<file path="config.mk">
export PLATFORM = sky130hd
export DESIGN_NAME = mcc_ctrl_fsm
export DESIGN_NICKNAME = d
export VERILOG_FILES = /design/src/rtl/mcc_pkg.sv /design/src/rtl/mcc_op_class.sv /design/src/rtl/mcc_next_state.sv /design/src/rtl/mcc_decode.sv /design/src/rtl/mcc_ctrl_fsm.sv
export SDC_FILE = /design/constraint.sdc
export NUM_CORES = 1
export LEC_CHECK = 0
export ABC_AREA = 1
export CAP_MARGIN = 10
export CORE_UTILIZATION = 44
export CTS_CLUSTER_DIAMETER = 50
export CTS_CLUSTER_SIZE = 30
export DETAILED_ROUTE_END_ITERATION = 8
export HOLD_SLACK_MARGIN = 0.03
export PLACE_DENSITY = 0.78
export SKIP_CTS_REPAIR_TIMING = 1
export SYNTH_ARGS = -nofsm -noshare
export SYNTH_HDL_FRONTEND = slang
export SYNTH_HIERARCHICAL = 1
export SYNTH_SLANG_ARGS = --single-unit
</file>
<file path="constraint.sdc">
create_clock -name clk -period 2.1 [get_ports clk]
set_input_delay 0.315 -clock clk [delete_from_list [all_inputs] [get_ports clk]]
set_output_delay 0.315 -clock clk [all_outputs]
set_load 0.02 [all_outputs]
</file>
<file path="src/rtl/mcc_pkg.sv">
package mcc_pkg;

  localparam int ST_W = 4;
  localparam int OP_W = 6;

  // Step numbers; sequence and dispatch targets depend on these codes
  localparam logic [ST_W-1:0] ST_FETCH  = 4'd0;
  localparam logic [ST_W-1:0] ST_DECODE = 4'd1;
  localparam logic [ST_W-1:0] ST_ADDR   = 4'd2;
  localparam logic [ST_W-1:0] ST_LDMEM  = 4'd3;
  localparam logic [ST_W-1:0] ST_LDWB   = 4'd4;
  localparam logic [ST_W-1:0] ST_STMEM  = 4'd5;
  localparam logic [ST_W-1:0] ST_EXEC   = 4'd6;
  localparam logic [ST_W-1:0] ST_RWB    = 4'd7;
  localparam logic [ST_W-1:0] ST_BRANCH = 4'd8;
  localparam logic [ST_W-1:0] ST_JUMP   = 4'd9;

  // Opcode encodings
  localparam logic [OP_W-1:0] OPC_RTYPE = 6'b000000;
  localparam logic [OP_W-1:0] OPC_JMP   = 6'b000010;
  localparam logic [OP_W-1:0] OPC_BEQ   = 6'b000100;
  localparam logic [OP_W-1:0] OPC_LOAD  = 6'b100011;
  localparam logic [OP_W-1:0] OPC_STORE = 6'b101011;

  typedef enum logic [2:0] {
    CLS_ALU,
    CLS_JUMP,
    CLS_BRANCH,
    CLS_LOAD,
    CLS_STORE,
    CLS_UNKNOWN
  } op_class_e;

  typedef struct packed {
    logic       pc_wr;
    logic       pc_wr_cond;
    logic       iord;
    logic       mem_rd;
    logic       mem_wr;
    logic       ir_wr;
    logic       mem_to_reg;
    logic [1:0] pc_src;
    logic [1:0] alu_op;
    logic [1:0] alu_b_sel;
    logic       alu_a_sel;
    logic       rf_wr;
    logic       reg_dst;
  } ctrl_t;

endpackage

</file>
<file path="src/rtl/mcc_op_class.sv">
module mcc_op_class
  import mcc_pkg::*;
#(
  parameter int                W_OP      = OP_W,
  parameter logic [W_OP-1:0]   OP_RTYPE  = OPC_RTYPE,
  parameter logic [W_OP-1:0]   OP_JMP    = OPC_JMP,
  parameter logic [W_OP-1:0]   OP_BEQ    = OPC_BEQ,
  parameter logic [W_OP-1:0]   OP_LOAD   = OPC_LOAD,
  parameter logic [W_OP-1:0]   OP_STORE  = OPC_STORE
) (
  input  logic [W_OP-1:0] opcode,
  output op_class_e       op_class
);

  always_comb begin
    if      (opcode == OP_RTYPE) op_class = CLS_ALU;
    else if (opcode == OP_JMP)   op_class = CLS_JUMP;
    else if (opcode == OP_BEQ)   op_class = CLS_BRANCH;
    else if (opcode == OP_LOAD)  op_class = CLS_LOAD;
    else if (opcode == OP_STORE) op_class = CLS_STORE;
    else                         op_class = CLS_UNKNOWN;
  end

endmodule

</file>
<file path="src/rtl/mcc_next_state.sv">
module mcc_next_state
  import mcc_pkg::*;
#(
  parameter int W_ST = ST_W
) (
  input  logic [W_ST-1:0] cur,
  input  op_class_e       op_class,
  output logic [W_ST-1:0] nxt
);

  always_comb begin
    unique case (cur)
      ST_FETCH:  nxt = ST_DECODE;
      ST_DECODE: begin
        unique case (op_class)
          CLS_ALU:              nxt = ST_EXEC;
          CLS_JUMP:             nxt = ST_JUMP;
          CLS_BRANCH:           nxt = ST_BRANCH;
          CLS_LOAD, CLS_STORE:  nxt = ST_ADDR;
          default:              nxt = ST_FETCH;
        endcase
      end
      ST_ADDR:   nxt = (op_class == CLS_STORE) ? ST_STMEM : ST_LDMEM;
      ST_LDMEM:  nxt = ST_LDWB;
      ST_EXEC:   nxt = ST_RWB;
      default:   nxt = ST_FETCH;  // completion steps and unused codes
    endcase
  end

endmodule

</file>
<file path="src/rtl/mcc_decode.sv">
module mcc_decode
  import mcc_pkg::*;
#(
  parameter int W_ST = ST_W
) (
  input  logic [W_ST-1:0] st,
  output ctrl_t           ctrl
);

  always_comb begin
    ctrl = '0;
    unique case (st)
      ST_FETCH: begin
        ctrl.mem_rd    = 1'b1;
        ctrl.ir_wr     = 1'b1;
        ctrl.pc_wr     = 1'b1;
        ctrl.alu_b_sel = 2'b01;
      end
      ST_DECODE: ctrl.alu_b_sel = 2'b11;
      ST_ADDR: begin
        ctrl.alu_a_sel = 1'b1;
        ctrl.alu_b_sel = 2'b10;
      end
      ST_LDMEM: begin
        ctrl.mem_rd = 1'b1;
        ctrl.iord   = 1'b1;
      end
      ST_LDWB: begin
        ctrl.rf_wr      = 1'b1;
        ctrl.mem_to_reg = 1'b1;
      end
      ST_STMEM: begin
        ctrl.mem_wr = 1'b1;
        ctrl.iord   = 1'b1;
      end
      ST_EXEC: begin
        ctrl.alu_a_sel = 1'b1;
        ctrl.alu_op    = 2'b10;
      end
      ST_RWB: begin
        ctrl.rf_wr   = 1'b1;
        ctrl.reg_dst = 1'b1;
      end
      ST_BRANCH: begin
        ctrl.alu_a_sel  = 1'b1;
        ctrl.alu_op     = 2'b01;
        ctrl.pc_wr_cond = 1'b1;
        ctrl.pc_src     = 2'b01;
      end
      ST_JUMP: begin
        ctrl.pc_wr  = 1'b1;
        ctrl.pc_src = 2'b10;
      end
      default: ctrl = '0;
    endcase
  end

endmodule

</file>
<file path="src/rtl/mcc_ctrl_fsm.sv">
module mcc_ctrl_fsm
  import mcc_pkg::*;
#(
  parameter int W_OP = OP_W,
  parameter int W_ST = ST_W
) (
  input  logic            clk,
  input  logic            rst,
  input  logic [W_OP-1:0] opcode,
  output logic [W_ST-1:0] state,
  output logic            pc_wr,
  output logic            pc_wr_cond,
  output logic            iord,
  output logic            mem_rd,
  output logic            mem_wr,
  output logic            ir_wr,
  output logic            mem_to_reg,
  output logic [1:0]      pc_src,
  output logic [1:0]      alu_op,
  output logic [1:0]      alu_b_sel,
  output logic            alu_a_sel,
  output logic            rf_wr,
  output logic            reg_dst
);

  op_class_e       cls;
  logic [W_ST-1:0] st_q, st_nxt, st_load;
  ctrl_t           ctrl_nxt, ctrl_q;

  mcc_op_class #(.W_OP(W_OP)) u_class (
    .opcode   (opcode),
    .op_class (cls)
  );

  mcc_next_state #(.W_ST(W_ST)) u_next (
    .cur      (st_q),
    .op_class (cls),
    .nxt      (st_nxt)
  );

  // Reset selects the fetch step; the control word is decoded from the
  // state being loaded so both registers change on the same edge.
  assign st_load = rst ? ST_FETCH : st_nxt;

  mcc_decode #(.W_ST(W_ST)) u_dec (
    .st   (st_load),
    .ctrl (ctrl_nxt)
  );

  always_ff @(posedge clk) begin
    st_q   <= st_load;
    ctrl_q <= ctrl_nxt;
  end

  assign state      = st_q;
  assign pc_wr      = ctrl_q.pc_wr;
  assign pc_wr_cond = ctrl_q.pc_wr_cond;
  assign iord       = ctrl_q.iord;
  assign mem_rd     = ctrl_q.mem_rd;
  assign mem_wr     = ctrl_q.mem_wr;
  assign ir_wr      = ctrl_q.ir_wr;
  assign mem_to_reg = ctrl_q.mem_to_reg;
  assign pc_src     = ctrl_q.pc_src;
  assign alu_op     = ctrl_q.alu_op;
  assign alu_b_sel  = ctrl_q.alu_b_sel;
  assign alu_a_sel  = ctrl_q.alu_a_sel;
  assign rf_wr      = ctrl_q.rf_wr;
  assign reg_dst    = ctrl_q.reg_dst;

endmodule

</file>
==> impl_results.md <==
* Status: finished clean
* Wire length per cell at between 8 and 9 um
* CTS max path bufs at 2
* Synthesized area per cell at about 6.7 um2
* Xor and xnor area share after synthesis at 0%
* CTS tree: done
* Most used DFF post-synth: dfxtp_1
* Crit path required time at 2340 ps
* Largest family of logic cells by synthesized area: simple AND/OR/NAND/NOR gates
* Syn Std Cell Area at 876 um2
* Multi-input gate area at roughly 390 um2
* Detail Route Antenna Nets at 0
* Final wirelength at 1680 um
* Via density at approximately 4.4
* Hold Fails Final Rpt at 0
* CTS sink count at 20
* Path type of the worst setup path: in -> reg
* DRT iter0 DRCs at 17
* Min-delay worst type: in -> reg
* Post-synth top area cell: dfxtp_1
* Setup TNS at 0 ps
* Worst r2r src: state[0]
* Initial cell density of the core at 48.6%
* Layout area overhead at 44.4%
* Ys async rst share at 0%
* Period Utilization, post-route at between 90 and 100%
* Die X at between 40 and 50 um
* Synth cell types at 13
* Synth Warn # at 6
* Measured slew at the worst slew-check pin at between 200 and 300 ps
* Max cap viols at 0
* Final setup vio count at 0
* Tmin final at between 1500 and 2000 ps
* Port buffer count at 27
* I/O pin cnt at 28
* Crit Path Max Fanout at 6
* Filler instances at about 160
* Synthesized net count at 139
* Largest register FFs at 4
* Largest net degree at the start of global routing at 12
* Post-route DRC at 0
* Via count at around 840
* GR Overflow Total at 0
* Post-synth top cells: nand2_1, inv_1, nor2_1, dfxtp_1, nor2_2
* CTS HTree Levels at 1
* Skew-Pair Late Insertion Delay at 290 ps
* Fmax at 513 MHz
* Num CTS Buffers at 3
* # diodes at 0
* CP Capture Type: register
* Post-synthesis mux area share at 0%
* Die height at 46.6 um
* Startpoint Class: primary input
* Number of synthesized flops with an enable pin at 0
* Hold Path Origin: rst
* Most common cell in the netlist: nand2_1
* Synth Area in Simple Gates at roughly 38%
* Worst vdd ir at 0.457 mV
* Sequential share of the synthesized area at 45.7%
* Worst-path clk slew at 100 ps
* P_leak at roughly 0.62 nW
* Synth area leaders: dfxtp_1, nand2_1, inv_1, nor2_1, nor2_2
* Core area at 1800 um2
* Adder-cell share of the synthesized area at 0%
* Cell Area, Placed at about 1200 um2
* Final number of max-transition violations at 0
* Max-slew headroom at about four fifths
* Post-Syn Instances at roughly 130
* Compound-gate portion of the synthesized area at around 2.3%
* Initial antenna violation count at 0
* GPL Wtd Cong at roughly 0.77
* Worst clock skew at between 5 and 6 ps
* Reg area at 400 um2
* Share of the synthesized area in the top cell type at a little under half
* Clk root buf: clkbuf_4
* Post-route cell area at 1260 um2
* Die area at between 2000 and 2500 um2
* Total Power at 0.715 mW
* Cell row count at 15
* PwrDens at ~570 nW/um2
* CP arrival at ~2200 ps
* Hpwl dp at approximately 1300 um
* Nets@finish at about 170
* Critical path launch point: opcode[0]
* Vias in the first global route at between 600 and 700
* First-pass GRT wire length at about 2500 um
* Seq cells post-synth at 20
* GRT Total Usage at between 10% and 20%
* Drt pass-1 iters at 4
* Layout cells sized above 1 at about a fifth
==> power by group <==
part	internal, mW	total (mW)	switching, mW
clock network	0.106	0.209	0.104
logic	0.0493	0.109	0.0601
registers	0.391	0.396	0.00464
total	0.546	0.715	0.169
==> cell families after synthesis <==
group,after synthesis
buf+inv,31
simple gates,76
compound gates,4
flops,20
==> final timing paths <==
kind	end	slack, ps	depth (start not counted)
worst max register to register	pc_wr	490	11
worst max-delay path	pc_wr	150	16
worst min-delay path	state[1]	710	2
worst min register to register	state[1]	750	6
==> cell usage in the layout, fill, tap and decap left out <==
cell and instances:
clkdlybuf4s50_1 26, nand3_1 3, inv_2 5, clkbuf_8 1, nand2_2 3, nor2_2 12
dfxtp_1 20, a21oi_2 1, o21ai_0 2, nor2_1 18, dlymetal6s2s_1 1, clkbuf_4 3
nand3_2 2, buf_4 4, nor2_4 3, nand2_1 35, a21oi_1 1, inv_1 24
==> critical path, cell delays in order <==
cell             delay [ps]
clkdlybuf4s50_1         530
nand2_1                  70
inv_1                    70
nand3_1                  90
nand2_2                 110
inv_1                    80
nand2_1                  60
nor2_1                   30
nand2_1                  60
a21oi_1                  60
inv_1                    60
nor2_1                   40
buf_4                   150
nor2_1                  230
nand2_2                 130
nand2_1                  90
==> per-layer routing <==
| layer | GRT usage, % | routed length (um) | share of wire [%] | vias to the layer above |
|---|---|---|---|---|
| li1 | - | - | - | 439 |
| met1 | 18.1 | 738 | 44 | 369 |
| met4 | 3.43 | 0 | 0 | 0 |
| met2 | 29.4 | 860 | 51 | 28 |
| met5 | 0 | 0 | 0 | - |
| met3 | 6.27 | 80 | 4.8 | 0 |
==> area by class of cell <==
class | instances | area share (%)
sequential | 20 | 31.7
multi-input combinational | 80 | 30.5
timing repair buffer | 31 | 23.9
inverter | 29 | 8.61
clock buffer | 4 | 2.87
tap | 25 | 2.47
==> through the flow <==
step                instances  hold slack [ps]  utilization, %  setup slack (ps)
finish                    189              709            70.2               149
global route              189              718            70.2             -11.5
CTS                       189              723            68.2               160
detailed placement        185              746            66.2              -145
global placement          185              741            66.2              -115
floorplan                 131              450               -               351
(Power assumes the default switching activity.)
